### src/rtl/rst_pkg.sv
`timescale 1ns/1ps
package rst_pkg;
  localparam int unsigned DEF_NUM_REGS = 4;
  localparam int unsigned DEF_DATA_W   = 32;
  localparam int unsigned DEF_TAG_W    = 4;

  typedef enum logic [1:0] {
    SRC_REG    = 2'd0,
    SRC_BYPASS = 2'd1,
    SRC_WAIT   = 2'd2
  } src_sel_e;
endpackage

### src/rtl/rst_status_entry.sv
`timescale 1ns/1ps
module rst_status_entry #(
  parameter int unsigned DATA_W = rst_pkg::DEF_DATA_W,
  parameter int unsigned TAG_W  = rst_pkg::DEF_TAG_W
) (
  input  logic              clk_i,
  input  logic              rst_ni,
  input  logic              iss_hit_i,
  input  logic [TAG_W-1:0]  iss_tag_i,
  input  logic              bc_valid_i,
  input  logic [TAG_W-1:0]  bc_tag_i,
  input  logic [DATA_W-1:0] bc_data_i,
  output logic [TAG_W-1:0]  qi_o,
  output logic [DATA_W-1:0] val_o
);
  logic [TAG_W-1:0]  qi_q;
  logic [DATA_W-1:0] val_q;
  logic              bc_hit;

  // tag 0 means free; never matched
  assign bc_hit = bc_valid_i && (qi_q != '0) && (qi_q == bc_tag_i);

  always_ff @(posedge clk_i or negedge rst_ni) begin
    if (!rst_ni) begin
      qi_q  <= '0;
      val_q <= '0;
    end else if (iss_hit_i) begin
      qi_q <= iss_tag_i;       // new claim beats stale result
    end else if (bc_hit) begin
      qi_q  <= '0;
      val_q <= bc_data_i;
    end
  end

  assign qi_o  = qi_q;
  assign val_o = val_q;

  AST_ISSUE_CLAIMS: assert property (@(posedge clk_i) disable iff (!rst_ni)
    iss_hit_i |=> (qi_o == $past(iss_tag_i)));
  AST_BCAST_WRITES: assert property (@(posedge clk_i) disable iff (!rst_ni)
    (!iss_hit_i && bc_valid_i && qi_o != '0 && bc_tag_i == qi_o)
      |=> (qi_o == '0 && val_o == $past(bc_data_i)));
  AST_MISS_HOLDS: assert property (@(posedge clk_i) disable iff (!rst_ni)
    (!iss_hit_i && !(bc_valid_i && bc_tag_i == qi_o))
      |=> ($stable(qi_o) && $stable(val_o)));
  AST_FREE_STABLE: assert property (@(posedge clk_i) disable iff (!rst_ni)
    (!iss_hit_i && qi_o == '0) |=> (qi_o == '0 && $stable(val_o)));
  AST_ISSUE_WINS: assert property (@(posedge clk_i) disable iff (!rst_ni)
    (iss_hit_i && bc_valid_i && bc_tag_i == qi_o)
      |=> (qi_o == $past(iss_tag_i) && $stable(val_o)));
endmodule

### src/rtl/rst_src_read.sv
`timescale 1ns/1ps
module rst_src_read #(
  parameter int unsigned NUM_REGS = rst_pkg::DEF_NUM_REGS,
  parameter int unsigned DATA_W   = rst_pkg::DEF_DATA_W,
  parameter int unsigned TAG_W    = rst_pkg::DEF_TAG_W,
  parameter int unsigned IDX_W    = $clog2(NUM_REGS)
) (
  input  logic [IDX_W-1:0]  idx_i,
  input  logic [TAG_W-1:0]  qi_i  [NUM_REGS],
  input  logic [DATA_W-1:0] val_i [NUM_REGS],
  input  logic              bc_valid_i,
  input  logic [TAG_W-1:0]  bc_tag_i,
  input  logic [DATA_W-1:0] bc_data_i,
  output logic              rdy_o,
  output logic [DATA_W-1:0] val_o,
  output logic [TAG_W-1:0]  tag_o
);
  import rst_pkg::*;

  logic [TAG_W-1:0] cur_qi;
  src_sel_e         sel;

  always_comb begin
    cur_qi = qi_i[idx_i];
    if (cur_qi == '0)                         sel = SRC_REG;
    else if (bc_valid_i && bc_tag_i == cur_qi) sel = SRC_BYPASS;
    else                                      sel = SRC_WAIT;
  end

  always_comb begin
    rdy_o = 1'b1;
    val_o = '0;
    tag_o = '0;
    unique case (sel)
      SRC_REG:    val_o = val_i[idx_i];
      SRC_BYPASS: val_o = bc_data_i;
      default: begin
        rdy_o = 1'b0;
        tag_o = cur_qi;
      end
    endcase
  end
endmodule

### src/rtl/reg_status_table.sv
`timescale 1ns/1ps
module reg_status_table #(
  parameter int unsigned NUM_REGS = rst_pkg::DEF_NUM_REGS,
  parameter int unsigned DATA_W   = rst_pkg::DEF_DATA_W,
  parameter int unsigned TAG_W    = rst_pkg::DEF_TAG_W,
  localparam int unsigned IDX_W   = $clog2(NUM_REGS)
) (
  input  logic              clk_i,
  input  logic              rst_ni,
  input  logic              iss_valid_i,
  input  logic [IDX_W-1:0]  iss_src_a_i,
  input  logic [IDX_W-1:0]  iss_src_b_i,
  input  logic [IDX_W-1:0]  iss_dst_i,
  input  logic [TAG_W-1:0]  iss_tag_i,
  input  logic              bc_valid_i,
  input  logic [TAG_W-1:0]  bc_tag_i,
  input  logic [DATA_W-1:0] bc_data_i,
  output logic              src_a_rdy_o,
  output logic [DATA_W-1:0] src_a_val_o,
  output logic [TAG_W-1:0]  src_a_tag_o,
  output logic              src_b_rdy_o,
  output logic [DATA_W-1:0] src_b_val_o,
  output logic [TAG_W-1:0]  src_b_tag_o
);
  logic [TAG_W-1:0]  qi   [NUM_REGS];
  logic [DATA_W-1:0] vals [NUM_REGS];

  for (genvar g = 0; g < NUM_REGS; g++) begin : g_reg
    rst_status_entry #(.DATA_W(DATA_W), .TAG_W(TAG_W)) u_entry (
      .clk_i      (clk_i),
      .rst_ni     (rst_ni),
      .iss_hit_i  (iss_valid_i && (iss_dst_i == IDX_W'(g))),
      .iss_tag_i  (iss_tag_i),
      .bc_valid_i (bc_valid_i),
      .bc_tag_i   (bc_tag_i),
      .bc_data_i  (bc_data_i),
      .qi_o       (qi[g]),
      .val_o      (vals[g])
    );
  end

  // lookups see pre-issue state (self-rename safe)
  rst_src_read #(.NUM_REGS(NUM_REGS), .DATA_W(DATA_W), .TAG_W(TAG_W), .IDX_W(IDX_W)) u_src_a (
    .idx_i      (iss_src_a_i),
    .qi_i       (qi),
    .val_i      (vals),
    .bc_valid_i (bc_valid_i),
    .bc_tag_i   (bc_tag_i),
    .bc_data_i  (bc_data_i),
    .rdy_o      (src_a_rdy_o),
    .val_o      (src_a_val_o),
    .tag_o      (src_a_tag_o)
  );

  rst_src_read #(.NUM_REGS(NUM_REGS), .DATA_W(DATA_W), .TAG_W(TAG_W), .IDX_W(IDX_W)) u_src_b (
    .idx_i      (iss_src_b_i),
    .qi_i       (qi),
    .val_i      (vals),
    .bc_valid_i (bc_valid_i),
    .bc_tag_i   (bc_tag_i),
    .bc_data_i  (bc_data_i),
    .rdy_o      (src_b_rdy_o),
    .val_o      (src_b_val_o),
    .tag_o      (src_b_tag_o)
  );

  AST_TAG_NONZERO: assert property (@(posedge clk_i) disable iff (!rst_ni)
    iss_valid_i |-> (iss_tag_i != '0));
  AST_RDY_NO_TAG: assert property (@(posedge clk_i) disable iff (!rst_ni)
    src_a_rdy_o |-> (src_a_tag_o == '0));
  AST_WAIT_HAS_TAG: assert property (@(posedge clk_i) disable iff (!rst_ni)
    !src_b_rdy_o |-> (src_b_tag_o != '0 && src_b_val_o == '0));
endmodule

### config.mk
export PLATFORM = sky130hd
export DESIGN_NAME = reg_status_table
export DESIGN_NICKNAME = d
export VERILOG_FILES = /design/src/rtl/rst_pkg.sv /design/src/rtl/rst_status_entry.sv /design/src/rtl/rst_src_read.sv /design/src/rtl/reg_status_table.sv
export SDC_FILE = /design/constraint.sdc
export NUM_CORES = 1
export LEC_CHECK = 0
export ABC_AREA = 0
export BUFFER_PORTS_ARGS = -buffer_cell sky130_fd_sc_hd__buf_2
export CAP_MARGIN = 20
export CORE_ASPECT_RATIO = 0.7
export CORE_MARGIN = 2
export CORE_UTILIZATION = 53
export DETAILED_ROUTE_END_ITERATION = 16
export PLACE_DENSITY = 0.87
export SLEW_MARGIN = 20
export SYNTH_ARGS = -nofsm -noshare
export SYNTH_HDL_FRONTEND = slang
export SYNTH_SLANG_ARGS = --single-unit
### constraint.sdc
create_clock -name clk_i -period 2.59 [get_ports clk_i]
set_clock_uncertainty 0.15 [all_clocks]
set_input_delay 0.518 -clock clk_i [delete_from_list [all_inputs] [get_ports clk_i]]
set_output_delay 0.518 -clock clk_i [all_outputs]
set_load 0.02 [all_outputs]
==> impl_metrics.json, run 1 <==
{
  "cts_buffers": 17,
  "htreeDepth": 4,
  "core_sq_um": 16300,
  "antenna_found_initial": 1,
  "grt_util_met3_pct": 5.29,
  "seq_area_frac_synth_pct": 40.6,
  "worstPathArrival_ns": 2.61,
  "die_x_um": 159,
  "syn_area_sq_um": 8880,
  "die_y_um": 112,
  "intPower_mw": 7.41,
  "critPathLaunchType": "flip-flop",
  "crit_fanout": 31,
  "grt_pass1_vias": 6784,
  "power_density_nw_per_um2": 989,
  "area_growth_syn_to_layout_pct": 31.8,
  "setup_viol_count_final": 74,
  "fin_util_pct": 71.5,
  "clock_sinks": 144,
  "irDropWorstVdd_mv": 0.618,
  "drv_slew": 0,
  "nFillCells": 1074,
  "cp_slowest_cell": "or4_4",
  "drive_gt1_share_pct": 61.3,
  "wl_per_cell_um": 21.1,
  "synth.avg_cell_area_sq_um": 12.8,
  "use_met2_pct": 43.7,
  "finalWirelength_um": 22900,
  "globalRouteMet1Util_pct": 39.0,
  "portBuffers": 123,
  "vias": 6606,
  "synth_seq_cells": 144,
  "timing_worst_setup_path_type": "reg -> out",
  "dr.pass1.iters": 5,
  "finalHoldViolCount": 0,
  "grtUsageTotal_pct": 27.3,
  "slowest_delay_ns": 0.58,
  "power_switching_share_pct": 35.9,
  "rows": 39,
  "final_cell_mix": "dfrtp_1 (142), mux2_2 (117), buf_2 (107)",
  "grt_pass1_wl_um": 37200,
  "min_path_type": "in -> reg",
  "tightest_slew_ns": 0.458,
  "place_inst": 1039,
  "die-area_sq_um": 17800,
  "relSlewSlack_pct": 69.5,
  "drt_iter0_drc": 433,
  "grt_max_degree": 86,
  "io_pins": 124,
  "leakage_nw": 5.06,
  "setup_tns_ns": -45.80,
  "required_ns": 1.92,
  "syn_nets": 743,
  "gp_congestion": 0.845,
  "seqPwrFrac_pct": 33.9,
  "violations": "setup timing",
  "p_comb_share_pct": 44.9,
  "p_clk_share_pct": 21.2,
  "rsz0062_at_grt": "yes",
  "vias_per_cell": 6.10,
  "ant_nets": 0,
  "layout_setup_ws_ns": -0.684,
  "final_cells": 1083,
  "period_share_pct": 126,
  "final_common_cell": "dfrtp_1",
  "critPathTopFamily": "simple AND/OR/NAND/NOR gates",
  "gr-total-overflow": 0,
  "crit_buf_inv": 2,
  "final_net_count": 894,
  "fmax_mhz": 305,
  "yosysWarnings": 0,
  "grt.busiest_layer": "met2",
  "netlist_instances": 693,
  "cts_root_buf": "clkbuf_16",
  "yosysUniqueCellTypes": 30,
  "cts_tree": "done",
  "start_util_pct": 54.3,
  "crit_path_end_kind": "primary output",
  "period_needed_ns": 3.27,
  "drc_errors": 0,
  "path_cells": "mux4_2 > or4_4 > buf_12 > nand2_1 > o22ai_4 > buf_2",
  "hpwlAfterDp_um": 15200,
  "clk_path_buf_depth": 2,
  "p_sw_mw": 4.16,
  "clock_latency_ns": 0.41,
  "clkTransAtPathRegs_ns": 0.06,
  "drv_cap": 0,
  "outcome": "complete, but fails checks"
}
## cell families after synthesis
kind of cell	Yosys count	share of synthesized area, %
DFF	144	40.6
buffers and inverters	124	6.67
muxes	208	35.4
xor gates and xnor gates	18	1.78
AOI/OAI and AO/OA	90	9.49
and+or+nand+nor	109	6.06
## registers in the layout, summed over array words and instances, names as in the netlist
signal / flops
g.u_entry.qi_o: 16
g.u_entry.val_o: 128
## worst paths after layout
| kind | startpoint | to | slack (ns) | cells after the start |
|---|---|---|---|---|
| worst max-delay path | g_reg[3].u_entry.qi_o[2] | src_b_val_o[8] | -0.68 | 6 |
| worst min-delay path | iss_tag_i[0] | g_reg[2].u_entry.qi_o[0] | 0.25 | 2 |
| worst max register to register | g_reg[3].u_entry.qi_o[3] | g_reg[3].u_entry.val_o[17] | 0.23 | 7 |
| worst min register to register | g_reg[2].u_entry.val_o[6] | g_reg[2].u_entry.val_o[6] | 0.36 | 1 |
| max in group asynchronous | rst_ni | g_reg[0].u_entry.val_o[9] | 1.36 | 3 |
| min in group asynchronous | rst_ni | g_reg[3].u_entry.val_o[24] | 0.52 | 3 |
## Yosys cell counts
cell	number	area, sq um
o21ai_0	4	20.0
buf_6	12	135
and4_1	4	35.0
xnor2_1	18	158
mux2i_1	8	80.1
o22ai_2	39	488
buf_2	29	145
a22o_1	16	140
buf_1	3	11.3
and2_1	8	50.1
and3_1	1	6.26
inv_1	64	240
clkbuf_1	16	60.1
nor3_1	4	20.0
nand3b_1	4	30.0
dfrtp_1	144	3600
or4_4	2	22.5
mux4_2	72	1620
or3b_2	2	17.5
nor2_1	1	3.75
mux2_2	117	1320
o2111ai_1	2	17.5
nand2_1	71	267
and3b_1	5	43.8
o22ai_1	25	156
a21oi_1	4	20.0
mux2_1	11	124
nor3b_1	1	7.51
or2_2	4	25.0
nand3_1	2	10.0
## final cells by class
type	count	area (sq um)	area share [%]
antenna	1	2.50	0.0214
clock buffer	21	460	3.94
clock inverter	11	130	1.11
inverter	64	240	2.05
multi-input combinational	425	5500	47.0
sequential	144	3610	30.8
tap	225	282	2.41
timing repair buffer	192	1470	12.6
## metrics by stage
stage | hold slack, ns | total power, mW | setup slack [ns] | cell area [sq um]
after floorplan | 0.0724 | 7.72 | -0.262 | 9710
after global placement | 0.331 | 8.62 | -0.545 | 10800
after detailed placement | 0.346 | 8.87 | -0.661 | 10800
after CTS | 0.232 | 11.6 | -0.676 | 11600
after global routing | 0.253 | 12.2 | -0.724 | 11700
final | 0.249 | 11.6 | -0.684 | 11700
## power groups by stage
stage          clock (mW)  combinational, mW  sequential [mW]
2_1_floorplan           0               4.04             3.68
3_3_place_gp            0               4.81             3.81
3_5_place_dp            0               4.96             3.91
4_1_cts              2.47               5.19             3.90
5_1_grt              2.58               5.54             4.05
6_report             2.46               5.19             3.92
## timing repair
action / 4_1_cts / 5_1_grt
buffers inserted: 7 / 1
pin swaps: 7 / 2
endpoints found under the hold margin: 59 / 0
hold buffers: 1 / 0
resized for setup: 39 / 17
cloned: 2 / 0
endpoints found under the setup margin: 74 / 74
## per-layer routing
metal  vias to the layer above  part of all wire, %
met5                         -                    0
met4                         0                 0.96
met2                       249                   50
li1                       2865                    -
met1                      3466                   43
met3                        26                  6.2
(Power assumes the default switching activity.)
==> run 2, diff against run 1 <==
--- a/config.mk
+++ b/config.mk
@@ -7,12 +7,11 @@
 export LEC_CHECK = 0
 export ABC_AREA = 0
 export BUFFER_PORTS_ARGS = -buffer_cell sky130_fd_sc_hd__buf_2
-export CAP_MARGIN = 20
 export CORE_ASPECT_RATIO = 0.7
 export CORE_MARGIN = 2
-export CORE_UTILIZATION = 53
+export CORE_UTILIZATION = 58
 export DETAILED_ROUTE_END_ITERATION = 16
-export PLACE_DENSITY = 0.87
+export PLACE_DENSITY = 0.9
 export SLEW_MARGIN = 20
 export SYNTH_ARGS = -nofsm -noshare
 export SYNTH_HDL_FRONTEND = slang
==> constraint.sdc (replaced) <==
create_clock -name clk_i -period 3.47 [get_ports clk_i]
set_clock_uncertainty 0.15 [all_clocks]
set_input_delay 0.694 -clock clk_i [delete_from_list [all_inputs] [get_ports clk_i]]
set_output_delay 0.694 -clock clk_i [all_outputs]
set_load 0.02 [all_outputs]
==> impl_metrics.json, run 2 (synthesized netlist as in run 1, its figures left out) <==
{
  "clkTransAtPathRegs_ns": 0.06,
  "cts_buffers": 17,
  "antenna_found_initial": 1,
  "wl_per_cell_um": 22.1,
  "violations": "setup timing",
  "worstRegToRegCells": 5,
  "core_sq_um": 14800,
  "rows": 37,
  "finalHoldViolCount": 0,
  "finalWirelength_um": 22500,
  "start_util_pct": 59.9,
  "reg2reg_slack_ns": 1.11,
  "crit_fanout": 26,
  "gp_congestion": 0.930,
  "clock_latency_ns": 0.41,
  "drc_errors": 0,
  "period_needed_ns": 3.49,
  "period_share_pct": 101,
  "dr.pass1.iters": 5,
  "area_growth_syn_to_layout_pct": 18.0,
  "portBuffers": 123,
  "fin_util_pct": 70.7,
  "leakage_nw": 4.77,
  "outcome": "complete, but fails checks",
  "rsz0062_at_grt": "yes",
  "cts_tree": "done",
  "clk_path_buf_depth": 2,
  "ant_nets": 0,
  "wl_met2_um": 10900,
  "grtUsageTotal_pct": 28.4,
  "final_net_count": 858,
  "drive_gt1_share_pct": 52.7,
  "worstPathArrival_ns": 2.64,
  "die-area_sq_um": 16300,
  "gr-total-overflow": 0,
  "wl_met1_um": 9150,
  "crit_end": "src_b_val_o[27]",
  "vias": 6492,
  "required_ns": 2.63,
  "final_cell_mix": "dfrtp_1 (140), mux2_2 (117), buf_2 (111)",
  "clock_sinks": 144,
  "tightest_slew_ns": 0.692,
  "crit_path_end_kind": "primary output",
  "pre_cts_ws_ns": -0.0231,
  "reg2reg_to": "g_reg[2].u_entry.val_o[9]",
  "power_mw": 7.89,
  "timing_worst_setup_path_type": "in -> out",
  "min_path_type": "in -> async",
  "reg2reg_from": "g_reg[2].u_entry.qi_o[3]",
  "io_pins": 124,
  "dpl_cell_area_sq_um": 9810,
  "drv_cap": 0,
  "drv_slew": 0,
  "dr_wl_met3_um": 1980,
  "highest_layer": "met4",
  "setup.worst_path.start": "iss_src_b_i[0]",
  "vias_per_cell": 6.39,
  "die_y_um": 108,
  "holdWs_ns": 0.165,
  "finish.instance_area_sq_um": 10500,
  "grt_pass1_vias": 6459,
  "drt_iter0_drc": 599,
  "critPathLaunchType": "input pin",
  "layout_setup_ws_ns": -0.0177,
  "power_density_nw_per_um2": 754,
  "grt_max_degree": 75,
  "die_x_um": 152,
  "relSlewSlack_pct": 53.9,
  "hpwlAfterDp_um": 14500,
  "grt_pass1_wl_um": 35700,
  "irDropWorstVdd_mv": 0.427,
  "htreeDepth": 4,
  "cts_root_buf": "clkbuf_16",
  "fmax_mhz": 287,
  "final_common_cell": "dfrtp_1",
  "setup_viol_count_final": 1,
  "largest_reg_flops": 128
}
run 2: stage by stage:
| stage | TNS, ns | instances |
|---|---|---|
| after floorplan | 0 | 693 |
| after global placement | 0 | 982 |
| after detailed placement | -0.0257 | 982 |
| after CTS | 0 | 1013 |
| after global routing | -0.0496 | 1015 |
| final | -0.0177 | 1016 |
run 2: how the worst min path moves through the flow:
stage,cells after the start,to,from
finish,1,g_reg[3].u_entry.val_o[22],rst_ni
global route,1,g_reg[2].u_entry.val_o[25],rst_ni
CTS,1,g_reg[2].u_entry.val_o[25],rst_ni
detailed placement,1,g_reg[2].u_entry.val_o[28],g_reg[2].u_entry.val_o[28]
global placement,1,g_reg[2].u_entry.val_o[28],g_reg[2].u_entry.val_o[28]
floorplan,0,g_reg[0].u_entry.qi_o[0],rst_ni
run 2: per-layer routing:
layer  GRT usage, %  vias to the layer above
met5              0                        -
met3           6.92                       42
met4           8.81                        0
met1           38.7                     3326
met2           45.8                      337
li1               -                     2787
run 2: worst max-delay path, cell delays in order:
cell and delay [ns]:
clkbuf_4 0.17, mux4_2 0.53, or4_4 0.63, buf_12 0.20
o22ai_2 0.22, buf_4 0.18
run 2: power breakdown:
part,leakage [nW],internal (mW),switching [mW]
combinational,2.69,1.69,1.44
sequential,1.80,2.39,0.584
clock,0.275,1.09,0.702
run 2: repair_timing:
action,in CTS,in global routing
endpoints found under the setup margin,5,70
pin swaps,1,2
gates cloned,0,0
buffers inserted,0,2
resized for setup,3,20
hold buffers,0,0
endpoints found under the hold margin,0,0
run 2: final cells by class:
type                            count  area [sq um]
Antenna cell                        1          2.50
Fill cell                         970          4340
Clock inverter                     10           111
Tap cell                          195           244
Timing Repair Buffer              156          1070
Clock buffer                       21           460
Inverter                           64           240
Multi-Input combinational cell    425          4730
Sequential cell                   144          3610
==> run 3, diff against run 2 <==
--- a/config.mk
+++ b/config.mk
@@ -7,7 +7,7 @@
 export LEC_CHECK = 0
 export ABC_AREA = 0
 export BUFFER_PORTS_ARGS = -buffer_cell sky130_fd_sc_hd__buf_2
-export CORE_ASPECT_RATIO = 0.7
+export CORE_ASPECT_RATIO = 1.25
 export CORE_MARGIN = 2
 export CORE_UTILIZATION = 58
 export DETAILED_ROUTE_END_ITERATION = 16
==> impl_metrics.json, run 3 (synthesized netlist as in run 1, its figures left out) <==
{
  "outcome": "complete, no violations",
  "clk_path_buf_depth": 2,
  "irDropWorstVdd_mv": 0.404,
  "die_x_um": 115,
  "drv_slew": 0,
  "worstRegToRegCells": 5,
  "die-area_sq_um": 16300,
  "start_util_pct": 59.4,
  "grtUsageTotal_pct": 29.4,
  "critPathLaunchType": "input pin",
  "min_path_type": "in -> async",
  "fmax_mhz": 289,
  "antenna_found_initial": 0,
  "htreeDepth": 4,
  "largest_reg_flops": 128,
  "rsz0062_at_grt": "yes",
  "core_sq_um": 15000,
  "clock_latency_ns": 0.41,
  "drive_gt1_share_pct": 53.4,
  "grt_pass1_wl_um": 36400,
  "finalHoldViolCount": 0,
  "final_common_cell": "dfrtp_1",
  "crit_path_end_kind": "primary output",
  "io_pins": 124,
  "holdWs_ns": 0.106,
  "cts_root_buf": "clkbuf_16",
  "period_share_pct": 99.8,
  "power_density_nw_per_um2": 763,
  "setup_tns_ns": 0,
  "dr.pass1.iters": 4,
  "seqCellArea_sq_um": 3610,
  "grt_max_degree": 64,
  "gr-total-overflow": 0,
  "wl_per_cell_um": 22.5,
  "multi_input_area_sq_um": 4750,
  "layout_setup_ws_ns": 0.00612,
  "slowest_delay_ns": 0.60,
  "setup.worst_path.start": "iss_src_a_i[0]",
  "cts_buffers": 17,
  "clock_sinks": 144,
  "crit_fanout": 22,
  "vias_per_cell": 6.44,
  "critPathTopFamily": "simple AND/OR/NAND/NOR gates",
  "die_y_um": 142,
  "drv_cap": 0,
  "cp_slowest_cell": "or4_4",
  "clkTransAtPathRegs_ns": 0.06,
  "place_inst": 977,
  "path_depth": 6,
  "worstPathArrival_ns": 2.62,
  "final_cells": 1012,
  "drc_errors": 0,
  "reg2reg_from": "g_reg[3].u_entry.qi_o[3]",
  "tightest_slew_ns": 0.592,
  "rows": 50,
  "leakage_nw": 4.83,
  "nFillCells": 958,
  "final_net_count": 867,
  "gp_congestion": 0.866,
  "crit_buf_inv": 3,
  "required_ns": 2.63,
  "path_cells": "buf_4 > mux4_2 > or4_4 > buf_8 > o22ai_1 > buf_2",
  "timing_worst_setup_path_type": "in -> out",
  "portBuffers": 123,
  "period_needed_ns": 3.46,
  "drt_iter0_drc": 425,
  "setup_viol_count_final": 0,
  "finalWirelength_um": 22800,
  "cts_tree": "done",
  "pre_cts_ws_ns": -0.123,
  "relSlewSlack_pct": 60.5,
  "final_cell_mix": "dfrtp_1 (140), mux2_2 (117), buf_2 (110)",
  "cts_hold_buf": 0,
  "grt_pass1_vias": 6971,
  "hpwlAfterDp_um": 14900,
  "ant_nets": 0,
  "finish.instance_area_sq_um": 10500,
  "antenna_cells": 0,
  "fin_util_pct": 70.4,
  "power_mw": 8.03,
  "area_growth_syn_to_layout_pct": 18.6,
  "vias": 6515,
  "dpl_cell_area_sq_um": 9790
}
run 3: path summary, 6_finish.rpt:
| check | to | slack [ns] |
|---|---|---|
| worst min register to register | g_reg[1].u_entry.val_o[4] | 0.36 |
| min in group clk_i | g_reg[1].u_entry.val_o[4] | 0.36 |
| max in group asynchronous | g_reg[3].u_entry.val_o[14] | 2.32 |
| worst min-delay path | g_reg[3].u_entry.qi_o[1] | 0.11 |
| worst max register to register | g_reg[3].u_entry.val_o[9] | 1.20 |
| worst max-delay path | src_a_val_o[20] | 0.006 |
run 3: metal layers:
metal | up-vias | global-route usage [%] | part of all wire (%)
met5 | - | 0 | 0
met1 | 3346 | 36.5 | 39
met2 | 285 | 49.2 | 52
met4 | 0 | 14.6 | 4.2
met3 | 68 | 5.58 | 5.6
li1 | 2816 | - | -
run 3: where the power goes:
| group | internal (mW) | switching [mW] |
|---|---|---|
| registers | 2.39 | 0.560 |
| logic | 1.69 | 1.44 |
| clock network | 1.23 | 0.721 |
run 3: layout make-up:
cell class,instances,area share [%]
multi-input combinational,425,45.2
sequential,144,34.3
timing repair buffer,165,10.1
clock buffer,20,4.24
inverter,64,2.28
tap,182,2.16
clock inverter,12,1.74
run 3: what timing repair did:
item                       in CTS  in global routing
setup endpoints to repair      38                 49
pin swaps                       0                  2
gates resized for setup         7                 17
setup buffers                   0                  3
run 3: worst reg2reg max path, stage by stage (launching register included):
cell and delay [ns]:
dfrtp_1 0.42, or2_2 0.30, o21ai_0 0.21, and3b_1 0.19, buf_4 0.44, mux2_2 0.44
